===== config.mk =====
export PLATFORM = sky130hd
export DESIGN_NAME = sdram_init_seq
export DESIGN_NICKNAME = d
export VERILOG_FILES = /design/src/rtl/sdram_init_pkg.sv /design/src/rtl/sdram_mode_calc.sv /design/src/rtl/sdram_cmd_list.sv /design/src/rtl/sdram_init_timer.sv /design/src/rtl/sdram_init_seq.sv
export SDC_FILE = /design/constraint.sdc
export NUM_CORES = 1
export LEC_CHECK = 0
export CAP_MARGIN = 0
export CORE_ASPECT_RATIO = 0.6
export CORE_MARGIN = 2
export CORE_UTILIZATION = 40
export DETAILED_ROUTE_END_ITERATION = 8
export PLACE_DENSITY = 0.6
export SYNTH_ARGS = -nofsm -noshare
export SYNTH_HDL_FRONTEND = slang
export SYNTH_SLANG_ARGS = --single-unit

===== constraint.sdc =====
create_clock -name clk -period 2.1 [get_ports clk]
set_input_delay 0.63 -clock clk [delete_from_list [all_inputs] [get_ports clk]]
set_output_delay 0.63 -clock clk [all_outputs]
set_load 0.005 [all_outputs]

===== src/rtl/sdram_init_pkg.sv =====
package sdram_init_pkg;

    typedef enum logic [1:0] {
        CMD_NOP = 2'd0,
        CMD_MRS = 2'd1,
        CMD_REF = 2'd2,
        CMD_PRE = 2'd3
    } sdr_cmd_e;

    typedef enum logic [2:0] {
        ST_IDLE,
        ST_CONFIG,
        ST_PWR_WAIT,
        ST_ISSUE,
        ST_GAP,
        ST_DONE
    } seq_state_e;

endpackage


===== src/rtl/sdram_mode_calc.sv =====
module sdram_mode_calc #(
    parameter int MODE_W = 8
) (
    input  logic [1:0]        cas_sel,
    input  logic              fast_clk,
    input  logic              bus32,
    input  logic [MODE_W-1:0] ovr,
    output logic [MODE_W-1:0] mode
);
    localparam logic [MODE_W-1:0] VAL_LAT2 = MODE_W'(8'h40);
    localparam logic [MODE_W-1:0] VAL_LAT3 = MODE_W'(8'h60);

    logic              lat2;
    logic [MODE_W-1:0] wide_val;

    always_comb begin
        // the field meaning depends on the speed class
        lat2     = fast_clk ? (cas_sel == 2'd0) : (cas_sel == 2'd1);
        wide_val = lat2 ? VAL_LAT2 : VAL_LAT3;
        if (ovr != '0) begin
            mode = ovr;
        end else if (bus32) begin
            mode = wide_val;
        end else begin
            mode = wide_val >> 1;
        end
    end
endmodule


===== src/rtl/sdram_cmd_list.sv =====
module sdram_cmd_list
    import sdram_init_pkg::*;
#(
    parameter int REF_PAIRS = 8,
    parameter int IDX_W     = 5
) (
    input  logic [IDX_W-1:0] idx,
    output sdr_cmd_e         cmd
);
    localparam int REF_LAST = 2 * REF_PAIRS;
    localparam int MRS_IDX  = REF_LAST + 2;

    always_comb begin
        if (idx == '0) begin
            cmd = CMD_PRE;
        end else if (idx == IDX_W'(MRS_IDX)) begin
            cmd = CMD_MRS;
        end else if (!idx[0] && (idx <= IDX_W'(REF_LAST))) begin
            cmd = CMD_REF;
        end else begin
            cmd = CMD_NOP;
        end
    end
endmodule


===== src/rtl/sdram_init_timer.sv =====
module sdram_init_timer #(
    parameter int CNT_W = 14
) (
    input  logic             clk,
    input  logic             rst_n,
    input  logic             load,
    input  logic [CNT_W-1:0] load_val,
    output logic             expired
);
    logic [CNT_W-1:0] cnt_q;

    always_ff @(posedge clk or negedge rst_n) begin
        if (!rst_n) begin
            cnt_q <= '0;
        end else if (load) begin
            cnt_q <= load_val;
        end else if (cnt_q != '0) begin
            cnt_q <= cnt_q - 1'b1;
        end
    end

    assign expired = (cnt_q == '0);
endmodule


===== src/rtl/sdram_init_seq.sv =====
module sdram_init_seq
    import sdram_init_pkg::*;
#(
    parameter int PWRUP_CYCLES = 10000,
    parameter int GAP_CYCLES   = 5,
    parameter int REF_PAIRS    = 8,
    parameter int PASSES       = 2,
    parameter int MODE_W       = 8
) (
    input  logic              clk,
    input  logic              rst_n,
    input  logic              start,
    input  logic [1:0]        cfg_cas_sel,
    input  logic              cfg_fast_clk,
    input  logic              cfg_bus32,
    input  logic [MODE_W-1:0] cfg_mode_ovr,
    input  logic              cfg_refresh_en,
    output logic [1:0]        cmd_o,
    output logic [MODE_W-1:0] mode_o,
    output logic              refresh_en_o,
    output logic              done_o
);
    localparam int LIST_LEN = 2 * REF_PAIRS + 4;
    localparam int IDX_W    = $clog2(LIST_LEN);
    localparam int PASS_W   = (PASSES > 1) ? $clog2(PASSES) : 1;
    localparam int CNT_MAX  = (PWRUP_CYCLES > GAP_CYCLES) ? PWRUP_CYCLES : GAP_CYCLES;
    localparam int CNT_W    = $clog2(CNT_MAX + 1);

    seq_state_e        state_q, state_d;
    logic [IDX_W-1:0]  idx_q, idx_d;
    logic [PASS_W-1:0] pass_q, pass_d;
    logic [MODE_W-1:0] mode_q, mode_d;
    logic [MODE_W-1:0] mode_calc;
    logic              tmr_load;
    logic [CNT_W-1:0]  tmr_val;
    logic              tmr_expired;
    sdr_cmd_e          slot_cmd;

    sdram_mode_calc #(.MODE_W(MODE_W)) u_mode (
        .cas_sel  (cfg_cas_sel),
        .fast_clk (cfg_fast_clk),
        .bus32    (cfg_bus32),
        .ovr      (cfg_mode_ovr),
        .mode     (mode_calc)
    );

    sdram_cmd_list #(.REF_PAIRS(REF_PAIRS), .IDX_W(IDX_W)) u_list (
        .idx (idx_q),
        .cmd (slot_cmd)
    );

    sdram_init_timer #(.CNT_W(CNT_W)) u_timer (
        .clk      (clk),
        .rst_n    (rst_n),
        .load     (tmr_load),
        .load_val (tmr_val),
        .expired  (tmr_expired)
    );

    // next-state and sequencing decisions
    always_comb begin
        state_d  = state_q;
        idx_d    = idx_q;
        pass_d   = pass_q;
        mode_d   = mode_q;
        tmr_load = 1'b0;
        tmr_val  = '0;
        unique case (state_q)
            ST_IDLE, ST_DONE: begin
                if (start) begin
                    state_d = ST_CONFIG;
                    pass_d  = '0;
                end
            end
            ST_CONFIG: begin
                mode_d   = mode_calc;
                idx_d    = '0;
                tmr_load = 1'b1;
                tmr_val  = CNT_W'(PWRUP_CYCLES - 1);
                state_d  = ST_PWR_WAIT;
            end
            ST_PWR_WAIT: begin
                if (tmr_expired) begin
                    state_d = ST_ISSUE;
                end
            end
            ST_ISSUE: begin
                tmr_load = 1'b1;
                tmr_val  = CNT_W'(GAP_CYCLES - 1);
                state_d  = ST_GAP;
            end
            ST_GAP: begin
                if (tmr_expired) begin
                    if (idx_q == IDX_W'(LIST_LEN - 1)) begin
                        if (pass_q == PASS_W'(PASSES - 1)) begin
                            state_d = ST_DONE;
                        end else begin
                            pass_d  = pass_q + 1'b1;
                            state_d = ST_CONFIG;
                        end
                    end else begin
                        idx_d   = idx_q + 1'b1;
                        state_d = ST_ISSUE;
                    end
                end
            end
            default: state_d = ST_IDLE;
        endcase
    end

    // state register
    always_ff @(posedge clk or negedge rst_n) begin
        if (!rst_n) begin
            state_q <= ST_IDLE;
            idx_q   <= '0;
            pass_q  <= '0;
            mode_q  <= '0;
        end else begin
            state_q <= state_d;
            idx_q   <= idx_d;
            pass_q  <= pass_d;
            mode_q  <= mode_d;
        end
    end

    // outputs
    always_comb begin
        cmd_o        = CMD_NOP;
        mode_o       = '0;
        done_o       = 1'b0;
        refresh_en_o = 1'b0;
        unique case (state_q)
            ST_ISSUE: begin
                cmd_o = slot_cmd;
                if (slot_cmd == CMD_MRS) begin
                    mode_o = mode_q;
                end
            end
            ST_DONE: begin
                done_o       = 1'b1;
                refresh_en_o = cfg_refresh_en;
            end
            default: begin
                cmd_o = CMD_NOP;
            end
        endcase
    end
endmodule


==> results.txt <==
gr ovfl total = 0
placement-stage cell area = 2320 um^2
gpl congestion = 0.834
Die W = 91.5 um
Post-Synthesis Cells = 204
initial antenna violation count = 0
Core Area = 4490 um^2
Antenna diodes = 0
Setup Skew = 5.96 ps
hold crit path type = flop to flop
syn avg cell area = 9.02 um^2
status = complete, but fails checks
Worst Path Buf+Inv = 2
number of flops mapped to enable cells by yosys = 0
Reg clk slew, reported paths = 70 ps
P&R area growth vs syn = 37.5%
setup slack, reg-to-reg = 100 ps
Final Critical Period = 2200 ps
Non-Filler Instances = 321
DP HPWL = 3.48 mm
Levels on crit path = 6
WP data required = 1470 ps
Crit path max-delay family = simple AND/OR/NAND/NOR gates
ANT nets after route = 0
Worst Hold Margin = 480 ps
Reg2Reg Depth = 6
origin of the critical flop-to-flop path = u_timer.cnt_q[0]$_DFFE_PN0P_
post-route setup slack = -103 ps
TritonCTS clock tree = yes
commonest non-fill, non-tap cell in the layout = dfrtp_1
crit path to = mode_o[2]
nets@finish = 277
RSZ-0062 raised after global routing = true
Worst-Skew Late Latency = 280 ps
Worst R2R End = idx_q[4]$_DFFE_PN0P_
DRC = 0
ratio of cells with drive above 1 in the final layout = 0.295
Final Power = 2.64 mW
H-tree levels = 2
asr flop ratio synth = 1.00
sequential cell area = 776 um^2
WL per Instance = 15.2 um
fin area = 2530 um^2
Filler Cells Inserted = 396
die area = 5170 um^2
maximum clock rate = 454 MHz
starting density of the core = 0.409
CP cell instances = and3b_2 > nand2_2 > nor2_2 > buf_6 > and2_1 > clkdlybuf4s15_2
Peak supply drop = 0.000531 V
CTS Hold Bufs = 0
FP Rows = 19
Slew headroom = 0.564
Final Max Tran Viols = 0
post-synthesis register bit count = 31
Initial DRC Count = 134
cts bufs inserted = 5
DRT Pass-1 Iters = 4
Seq/Total Area, Yosys = 0.422
final core occ = 0.563
max cap viols = 0
Slowest cell on crit path = dfrtp_1
peak per-stage delay on the critical path = 370 ps
Cell Pwr Density = 1040 nW/um^2
crit path from = state_q[2]$_DFFE_PN0P_
Syn Nets = 224
clk buf depth = 2
failing checks = negative setup slack
Pleak = 1.09 nW
pin count of the biggest net entering global routing = 32
first-pass GRT wire length = 8.36 mm
crit path DAT = 1570 ps
Die H = 56.5 um
Port Buffers = 27
worst slack at placement = -234 ps
CP Launch Type = flop
Root Buffer = clkbuf_8
Cells after DPL = 306
vias per cell = 5.32
final setup vio count = 6
synth unique cells = 46
footprint of the multi-input gates = 1070 um^2
commonest non-fill, non-tap cells in the layout = dfrtp_1, buf_4, nand2_1
# IOs = 28
setup TNS = -556 ps
final period utilization = 1.05
Final Hold Fails = 0
worst slew pin tran = 652 ps
vias in the first global route = 1,636
Top FF cell, synth = dfrtp_1
worst-path maximum fanout = 6
Crit Path Class = flop to primary output
endpoint class of the critical path = primary output
number of synthesis warnings = 0
gr usage total = 0.210
Netlist Area Pre-Place = 1840 um^2
clk sinks = 31
Total Wirelength = 4.89 mm
via count = 1,709
repair_timing:
| item | CTS | global route |
|---|---|---|
| setup endpoints to repair | 12 | 13 |
| buffers inserted | 4 | 3 |
| gates resized for setup | 58 | 15 |
| pin swaps | 11 | 2 |
| hold endpoints to repair | 0 | 0 |
cells by family (layout without fill, tap and decap cells):
group / Yosys count / in the layout / synth area share
buf+inv: 19 / 73 / 0.0449
compound gates: 50 / 50 / 0.169
mux: 3 / 3 / 0.0163
fa+ha+maj: 4 / 4 / 0.0272
simple gates: 92 / 92 / 0.297
xor+xnor: 5 / 5 / 0.0238
flops: 31 / 31 / 0.422
worst min-delay path by stage:
stage                               start  slack, ps                     to  cells after the start
global placement    mode_q[1]$_DFFE_PN0P_        450  mode_q[1]$_DFFE_PN0P_                      2
floorplan                           rst_n        330   idx_q[0]$_DFFE_PN0P_                      0
CTS                 mode_q[2]$_DFFE_PN0P_        480  mode_q[2]$_DFFE_PN0P_                      2
detailed placement  mode_q[7]$_DFFE_PN0P_        460  mode_q[7]$_DFFE_PN0P_                      2
global route        mode_q[7]$_DFFE_PN0P_        520  mode_q[7]$_DFFE_PN0P_                      2
finish              mode_q[7]$_DFFE_PN0P_        480  mode_q[7]$_DFFE_PN0P_                      2
cells in the mapped netlist (2+ instances only):
cell,n,area [um^2]
a211oi_1,2,15.0
a21oi_1,16,80.1
a31oi_1,5,31.3
and2_1,9,56.3
buf_2,3,15.0
clkbuf_1,7,26.3
dfrtp_1,31,776
ha_1,4,50.1
inv_1,8,30.0
mux2i_1,3,30.0
nand2_1,27,101
nand2b_1,3,18.8
nand3_1,7,35.0
nand3b_1,2,15.0
nand4_1,2,12.5
nor2_1,10,37.5
nor2b_1,4,25.0
nor3_1,6,30.0
nor4_1,2,12.5
o21ai_0,9,45.0
o21ai_1,2,10.0
o31ai_1,6,45.0
o41ai_1,4,35.0
or4_1,7,52.6
xnor2_1,4,35.0
tightest hold or removal path: stages, from the launching register on:
cell and delay [ps]:
dfrtp_1 340, nand2_1 50, nand2_1 60
power by group:
group | total, mW | internal [mW] | leakage, nW | switching (mW)
combinational | 1.15 | 0.502 | 0.653 | 0.652
clock | 0.459 | 0.227 | 0.0477 | 0.232
sequential | 1.03 | 0.813 | 0.392 | 0.212
total | 2.64 | 1.54 | 1.09 | 1.10
sequential cells by signal, summed over array words and instances, names as in the netlist:
register,flops
mode_q,8
idx_q,5
pass_q,1
u_timer.cnt_q,14
state_q,3
final cells by class:
class,count,share of cell area
Multi-Input combinational cell,154,0.425
Timing Repair Buffer,57,0.192
Clock inverter,3,0.00594
Tap cell,63,0.0312
Clock buffer,5,0.0272
Inverter,8,0.0119
Sequential cell,31,0.307
metal layers:
layer	up-vias	track usage	wire length (um)
met4	0	0.0584	28
met1	803	0.350	2700
li1	855	-	-
met3	4	0.0456	262
met2	47	0.263	1900
met5	-	0	0
Note: power is estimated with default switching activity, not from simulation.
